### config.mk
export PLATFORM = sky130hd
export DESIGN_NAME = gpio_port_ctl
export DESIGN_NICKNAME = d
export VERILOG_FILES = /design/src/rtl/gpio_port_pkg.sv /design/src/rtl/gpio_port_regs.sv /design/src/rtl/gpio_port_sync.sv /design/src/rtl/gpio_port_drive.sv /design/src/rtl/gpio_port_ctl.sv
export SDC_FILE = /design/constraint.sdc
export NUM_CORES = 1
export LEC_CHECK = 0
export ABC_AREA = 0
export BUFFER_PORTS_ARGS = -buffer_cell sky130_fd_sc_hd__buf_2
export CAP_MARGIN = 20
export CORE_MARGIN = 3
export CORE_UTILIZATION = 47
export CTS_CLUSTER_DIAMETER = 60
export CTS_CLUSTER_SIZE = 8
export DETAILED_ROUTE_END_ITERATION = 8
export GPL_TIMING_DRIVEN = 0
export PLACE_DENSITY = 0.79
export SETUP_SLACK_MARGIN = 0.1
export SYNTH_ARGS = -nofsm -noshare
export SYNTH_HDL_FRONTEND = slang
export SYNTH_SLANG_ARGS = --single-unit
### constraint.sdc
create_clock -name clk_i -period 1.2 [get_ports clk_i]
set_input_delay 0.12 -clock clk_i [delete_from_list [all_inputs] [get_ports clk_i]]
set_output_delay 0.12 -clock clk_i [all_outputs]
set_load 0.05 [all_outputs]
### src/rtl/gpio_port_pkg.sv
package gpio_port_pkg;
    typedef enum logic [1:0] {
        SEL_DATA = 2'd0,
        SEL_DIR  = 2'd1,
        SEL_CTRL = 2'd2,
        SEL_RSVD = 2'd3
    } sel_e;

    localparam int unsigned CTRL_OD_BIT = 0;
endpackage

### src/rtl/gpio_port_regs.sv
module gpio_port_regs
    import gpio_port_pkg::*;
#(
    parameter int unsigned W = 6
) (
    input  logic         clk_i,
    input  logic         rst_ni,
    input  logic         wr_en_i,
    input  logic [1:0]   addr_i,
    input  logic [W-1:0] wdata_i,
    output logic [W-1:0] lat_o,
    output logic [W-1:0] dir_o,
    output logic         od_o
);
    typedef struct packed {
        logic [W-1:0] lat;
        logic [W-1:0] dir;
        logic         od;
    } regs_t;

    regs_t r_d, r_q;

    always_comb begin
        r_d = r_q;
        if (wr_en_i) begin
            case (sel_e'(addr_i))
                SEL_DATA: r_d.lat = wdata_i;
                SEL_DIR:  r_d.dir = wdata_i;
                SEL_CTRL: r_d.od  = wdata_i[CTRL_OD_BIT];
                default:  r_d     = r_q;
            endcase
        end
    end

    always_ff @(posedge clk_i or negedge rst_ni) begin
        if (!rst_ni) r_q <= '0;
        else         r_q <= r_d;
    end

    assign lat_o = r_q.lat;
    assign dir_o = r_q.dir;
    assign od_o  = r_q.od;
endmodule

### src/rtl/gpio_port_sync.sv
module gpio_port_sync #(
    parameter int unsigned W      = 6,
    parameter int unsigned STAGES = 2
) (
    input  logic         clk_i,
    input  logic         rst_ni,
    input  logic [W-1:0] pad_i,
    output logic [W-1:0] sync_o
);
    logic [STAGES-1:0][W-1:0] st_d, st_q;

    always_comb begin
        st_d[0] = pad_i;
        for (int s = 1; s < STAGES; s++) begin
            st_d[s] = st_q[s-1];
        end
    end

    always_ff @(posedge clk_i or negedge rst_ni) begin
        if (!rst_ni) st_q <= '0;
        else         st_q <= st_d;
    end

    assign sync_o = st_q[STAGES-1];
endmodule

### src/rtl/gpio_port_drive.sv
module gpio_port_drive #(
    parameter int unsigned W = 6
) (
    input  logic [W-1:0] lat_i,
    input  logic [W-1:0] dir_i,
    input  logic         od_i,
    input  logic [W-1:0] own_i,
    input  logic [W-1:0] poe_i,
    input  logic [W-1:0] pdo_i,
    output logic [W-1:0] oe_o,
    output logic [W-1:0] val_o,
    output logic [W-1:0] hi_o,
    output logic [W-1:0] lo_o
);
    for (genvar i = 0; i < W; i++) begin : g_pin
        // a claimed pin follows its peripheral, otherwise the registers
        assign oe_o[i]  = own_i[i] ? poe_i[i] : dir_i[i];
        assign val_o[i] = own_i[i] ? pdo_i[i] : lat_i[i];
        // open-drain removes only the high-side drive
        assign hi_o[i]  = oe_o[i] & val_o[i] & ~od_i;
        assign lo_o[i]  = oe_o[i] & ~val_o[i];
    end
endmodule

### src/rtl/gpio_port_ctl.sv
module gpio_port_ctl
    import gpio_port_pkg::*;
#(
    parameter int unsigned W         = 6,
    parameter int unsigned IN_STAGES = 2
) (
    input  logic         clk_i,
    input  logic         rst_ni,
    input  logic         single_chip_i,
    input  logic         wr_en_i,
    input  logic [1:0]   addr_i,
    input  logic [W-1:0] wdata_i,
    output logic [W-1:0] rdata_o,
    input  logic [W-1:0] pad_in_i,
    input  logic [W-1:0] periph_own_i,
    input  logic [W-1:0] periph_oe_i,
    input  logic [W-1:0] periph_do_i,
    output logic [W-1:0] pad_drv_hi_o,
    output logic [W-1:0] pad_drv_lo_o,
    output logic [W-1:0] pad_out_o
);
    logic [W-1:0] lat_q, dir_q, pin_sync, oe, val;
    logic         od_q, od_eff;

    gpio_port_regs #(.W(W)) u_regs (
        .clk_i   (clk_i),
        .rst_ni  (rst_ni),
        .wr_en_i (wr_en_i),
        .addr_i  (addr_i),
        .wdata_i (wdata_i),
        .lat_o   (lat_q),
        .dir_o   (dir_q),
        .od_o    (od_q)
    );

    gpio_port_sync #(.W(W), .STAGES(IN_STAGES)) u_sync (
        .clk_i  (clk_i),
        .rst_ni (rst_ni),
        .pad_i  (pad_in_i),
        .sync_o (pin_sync)
    );

    // the control bit counts only in single-chip mode
    assign od_eff = od_q & single_chip_i;

    gpio_port_drive #(.W(W)) u_drive (
        .lat_i (lat_q),
        .dir_i (dir_q),
        .od_i  (od_eff),
        .own_i (periph_own_i),
        .poe_i (periph_oe_i),
        .pdo_i (periph_do_i),
        .oe_o  (oe),
        .val_o (val),
        .hi_o  (pad_drv_hi_o),
        .lo_o  (pad_drv_lo_o)
    );

    assign pad_out_o = val;

    always_comb begin
        rdata_o = '0;
        case (sel_e'(addr_i))
            SEL_DATA: rdata_o = (oe & val) | (~oe & pin_sync);
            SEL_DIR:  rdata_o = dir_q;
            SEL_CTRL: rdata_o[CTRL_OD_BIT] = od_q;
            default:  rdata_o = '0;
        endcase
    end
endmodule

* Word level (Yosys, flattened, before mapping) *
Index checks and enable logic that the tools add are counted.

cells by class
  muxes and demuxes = 14
  bitwise operators = 30
  reduce and logical (&&, ||, !) cells = 4
  equal/unequal tests = 2

operators with widths
  kind                                                              number
  1-bit bitwise AND                                                 19
  6-bit bitwise AND                                                 2
  1-bit 2-to-1 mux                                                  12
  5-bit case mux with 2 select lines                                1
  1-bit NOT                                                         7
  6-bit NOT                                                         1
  6-bit OR                                                          1
  2-bit AND reduction                                               3
  1-bit case mux with 3 select lines                                1
  2-bit by 1-bit == test with 1-bit output (second input constant)  1
  2-bit == test (second input constant)                             1
  2-bit zero test                                                   1

word-level totals
  bits in registers = 25
  bits of input ports = 36
  logic and storage cells = 55
  output and inout port bits = 24

* Depth between registers and ports, before layout *
  word-level depth = 5
  depth in mapped cells = 5
  mapped depth without buffers = 3

* Cells and area by module *
From an unflattened synthesis, not the netlist that was laid out.

unflattened totals
  cell total of the unflattened synthesis = 110
  area total of the unflattened synthesis = 1276.2 um^2

by module, submodules not included
  module           cells each  sequential area each (um^2)  area each (um^2)  times used
  gpio_port_regs   29          325.3                        509.2             1
  gpio_port_sync   12          300.3                        300.3             1
  gpio_port_drive  48          0.0                          292.8             1
  gpio_port_ctl    21          0.0                          173.9             1

* Worst setup path before layout *
Ideal clock, no wire load.

  path kind = flip-flop to output port
  start point = register u_regs.r_q (netlist bit u_regs.dir_o[5])
  end point = output rdata_o[5]
  data required time = 1080 ps
  data arrival time = 2089 ps
  path slack = -1009 ps
  cell stages (with the launch flop) = 4
  path buffers = 0
  cells stage by stage = dfrtp_1 nand2b_1 o22ai_1 a2111oi_2

on the way
  word-level cells in the longest chain between the ends = 5
  elaborated cells on any way between the ends = 6
  classes of those cells = mux (2); bitwise (4)

RTL lines
  item                                  RTL line               text
  start: declaration                    gpio_port_regs.sv:21   regs_t r_d, r_q;
  start signal: assignment              gpio_port_regs.sv:37   else r_q <= r_d;
  1-bit 2-to-1 mux                      gpio_port_drive.sv:17  assign oe_o[i] = own_i[i] ? poe_i[i] : dir_i[i];
  6-bit NOT                             gpio_port_ctl.sv:64    SEL_DATA: rdata_o = (oe & val) | (~oe & pin_sync);
  6-bit bitwise AND                     gpio_port_ctl.sv:64
  6-bit OR                              gpio_port_ctl.sv:64
  5-bit case mux with 2 select lines *  gpio_port_ctl.sv:63    case (sel_e'(addr_i))
  end: declaration                      gpio_port_ctl.sv:13    output logic [W-1:0] rdata_o,

Mark *: on every way between the ends. The rest lies on a longest branch, timed or not.

* Final worst setup path *
  start point = register u_regs.r_q (netlist bit u_regs.dir_o[0])
  end point = output rdata_o[0]

on the way
  word-level cells in the longest chain between the ends = 5
  elaborated cells on any way between the ends = 6
  classes of those cells = mux (2); bitwise (4)

RTL lines
  item                                  RTL line
  1-bit 2-to-1 mux                      gpio_port_drive.sv:17
  6-bit NOT                             gpio_port_ctl.sv:64
  6-bit bitwise AND                     gpio_port_ctl.sv:64
  6-bit OR                              gpio_port_ctl.sv:64
  1-bit case mux with 3 select lines *  gpio_port_ctl.sv:63

Marked as above.

==> impl_metrics.yaml <==
sta:
  fmax_mhz: 570
  slew_viol_final: 0
  hold_violations: 0
  min_period_ps: 1750
  rsz0062_at_grt: "true"
  final-setup-viol-count: 24
  worstMarginPinSlew_ps: 554
  max_slew_margin_pct: 63.1
  period_share_pct: 146
  finClkSkew_ps: 1.87
  worst_slack_ps: -554
clocking:
  cts_buffers: 3
  htree_levels: 1
  cts_root_buf: "clkbuf_4"
  insertion_delay_ps: 330
  cts_tree: "yes"
  clkTransAtPathRegs_ps: 140
  clockBufferDepth: 2
  cts_sinks: 25
global_routing:
  antenna_found_initial: 0
  grt.overflow.total: 0
  grt_pass1_wl_um: 7400
  grt_max_degree: 26
  track_usage_pct: 28.5
  grt_pass1_vias: 1584
synth:
  synthTopCellsByCount: "dfrtp_1, mux2_2, nor2_1, a21oi_1, nand2_1"
  ys_warn_count: 0
  yosysMostFrequentCell: "dfrtp_1"
  synth_area_mm2: 0.00136
  synth_edf_count: 0
  synth_top_area_share_pct: 45.9
  synthAdderAreaFrac_pct: 0
  synth_top_family_by_area: "simple AND/OR/NAND/NOR gates"
  yosys_most_used_dff: "dfrtp_1"
  muxShareOfSynthArea_pct: 16.4
  avgSynthCellArea_um2: 11.1
  synth_cell_types: 31
  syn_nets: 159
  yosysTopAreaCell: "dfrtp_1"
  ys_ff_latch: 25
  ys_seq_area_share_pct: 45.9
  synth_compound_area_share_pct: 13.6
  netlist_instances: 123
  async_reset_ff_share_pct: 100
  synthSimpleGateAreaFrac_pct: 19.7
  synth-xor-area-share_pct: 0
  synthTopCellsByArea: "dfrtp_1, mux2_2, a21oi_1"
pwr:
  leakage_nw: 1.11
  clockPowerShare_pct: 12.2
  pwr_density_cell_mw_per_mm2: 1300
  seq_power_share_pct: 33.3
  p_comb_share_pct: 54.5
  ir_worst_vdd_mv: 1.48
  p_sw_share_pct: 41.6
  p_int_w: 0.00191
  p_sw_w: 0.00136
setup_path:
  cp_max_fo: 3
  crit_chain: "mux2_4 -> nor2b_4 -> o41ai_4 -> buf_6"
  crit_slowest_cell: "dfrtp_1"
  crit_cells: 4
  reg2reg_to: "u_regs.lat_o[1]$_DFFE_PN0P_"
  path_buf_inv: 1
  cp.required_ps: 1080
  r2r_start: "u_regs.lat_o[1]$_DFFE_PN0P_"
  cp_slowest_stage_delay_ps: 430
  regToRegSetupSlack_ps: 140
  critPathArrivalTime_ps: 1630
  r2r_cells: 3
  critPathTopFamily: "flip-flops"
  startpoint_type: "register"
  critPathKind: "reg -> out"
  startpoint: "u_regs.dir_o[0]$_DFFE_PN0P_"
  end_kind: "output port"
finish:
  drive_above_1_share_pct: 72.8
  synthToLayoutAreaGrowth_pct: 84.9
  fillers: 45
  antenna_cells: 0
  fin_nets: 250
  final_cells: 243
floorplanning:
  dieHeight_um: 59.9
  io_pins: 60
  core_mm2: 0.00261
  start_util_pct: 52.2
  die_w_um: 59.9
  rows: 18
  dieArea_mm2: 0.00358
worst_hold_path:
  min_from: "wdata_i[5]"
  worst_hold_path_type: "in -> reg"
  hold_path_end: "u_regs.dir_o[5]$_DFFE_PN0P_"
  hold_depth: 2
routing:
  drt_first_pass_iters: 4
  finalWirelength_um: 6210
  vias: 1575
  viasPerCell: 6.48
  antenna_left: 0
  wl_per_cell_um: 25.6
  drc_errors: 0
  drtIter0Drc: 126
place:
  portBuffers: 58
  place_congestion: 0.798
  dp_worst_setup_slack_ps: -235
  dp.cells: 211
  hpwl_um: 2520
outcome:
  violations: "negative setup slack"
  status: "complete, but fails checks"
job:
  drv_cap: 0
[registers in the layout (all words and copies together) (netlist names)]
signal         count
u_regs.lat_o       6
u_sync.st_d        6
u_regs.od_o        1
u_sync.sync_o      6
u_regs.dir_o       6
[metal layers]
metal | wire (um) | share of wire [%] | global-route usage (%)
met5 | 0 | 0 | 0
met4 | 377 | 6.1 | 14.6
met3 | 583 | 9.4 | 7.13
met2 | 3110 | 50 | 53.2
met1 | 2140 | 35 | 28.6
[power groups by stage]
stage          clock network [W]  registers [W]  logic (W)
5_1_grt                 0.000417        0.00109    0.00185
2_1_floorplan                  0        0.00104   0.000860
6_report                0.000399        0.00109    0.00178
4_1_cts                 0.000376        0.00104    0.00152
3_3_place_gp                   0        0.00106    0.00107
3_5_place_dp                   0        0.00106    0.00110
[worst register-to-register path, stage by stage (launching register included)]
cell	delay (ps)
dfrtp_1	440
buf_6	140
buf_6	120
mux2_2	260
[timing repair]
| item | CTS | global route |
|---|---|---|
| pin swaps | 15 | 11 |
| setup buffers | 17 | 5 |
| hold endpoints to repair | 31 | 0 |
| endpoints found under the setup margin | 24 | 24 |
| hold buffers | 7 | 0 |
| gates resized for setup | 73 | 31 |
[cells by family after synthesis]
family                 after synthesis
AO/OA/AOI/OAI                       24
buffers and inverters               10
flip-flops                          25
multiplexers                        20
AND/OR/NAND/NOR                     44
[cell usage in the layout (no fill, tap or decap), types with 4 or more instances in the layout]
master         Yosys  final
nand2_1            8      8
buf_2              0     34
mux2_4             0      6
and2_4             0      5
buf_8              0     10
inv_2              1      5
mux2_2            19     13
dlygate4sd3_1      0      7
dfrtp_2            0      6
o32ai_4            0      4
buf_6              3     28
a21oi_1            8      4
dfrtp_1           25     19
buf_4              0      9
nor2_1             9      6
[worst max-delay path by stage]
stage / endpoint
floorplan: rdata_o[0]
global placement: rdata_o[0]
detailed placement: rdata_o[0]
CTS: rdata_o[0]
global route: rdata_o[4]
finish: rdata_o[0]
[cell type report]
class	instances	area (um^2)	area share [%]
flip-flops and latches	25	633	25.1
clock buffers	3	22.5	0.893
plain buffers	4	53.8	2.13
inverters	6	22.5	0.893
multi-input cells	88	987	39.2
repair buffers	86	759	30.1
well taps	30	37.5	1.49
clock inverters	1	5.00	0.199
[per-stage QoR]
step | setup TNS (ps) | hold slack, ps | total power [W] | util (%) | area [um^2]
floorplan | -1040 | -176 | 0.00190 | - | 1550
global placement | -1730 | 124 | 0.00213 | 71.9 | 1880
detailed placement | -2010 | 132 | 0.00216 | 71.9 | 1880
CTS | -6530 | 34.9 | 0.00294 | 90.5 | 2360
global route | -9290 | 32.2 | 0.00336 | 96.5 | 2520
finish | -8410 | 29.5 | 0.00327 | 96.5 | 2520
(Power assumes the default switching activity.)
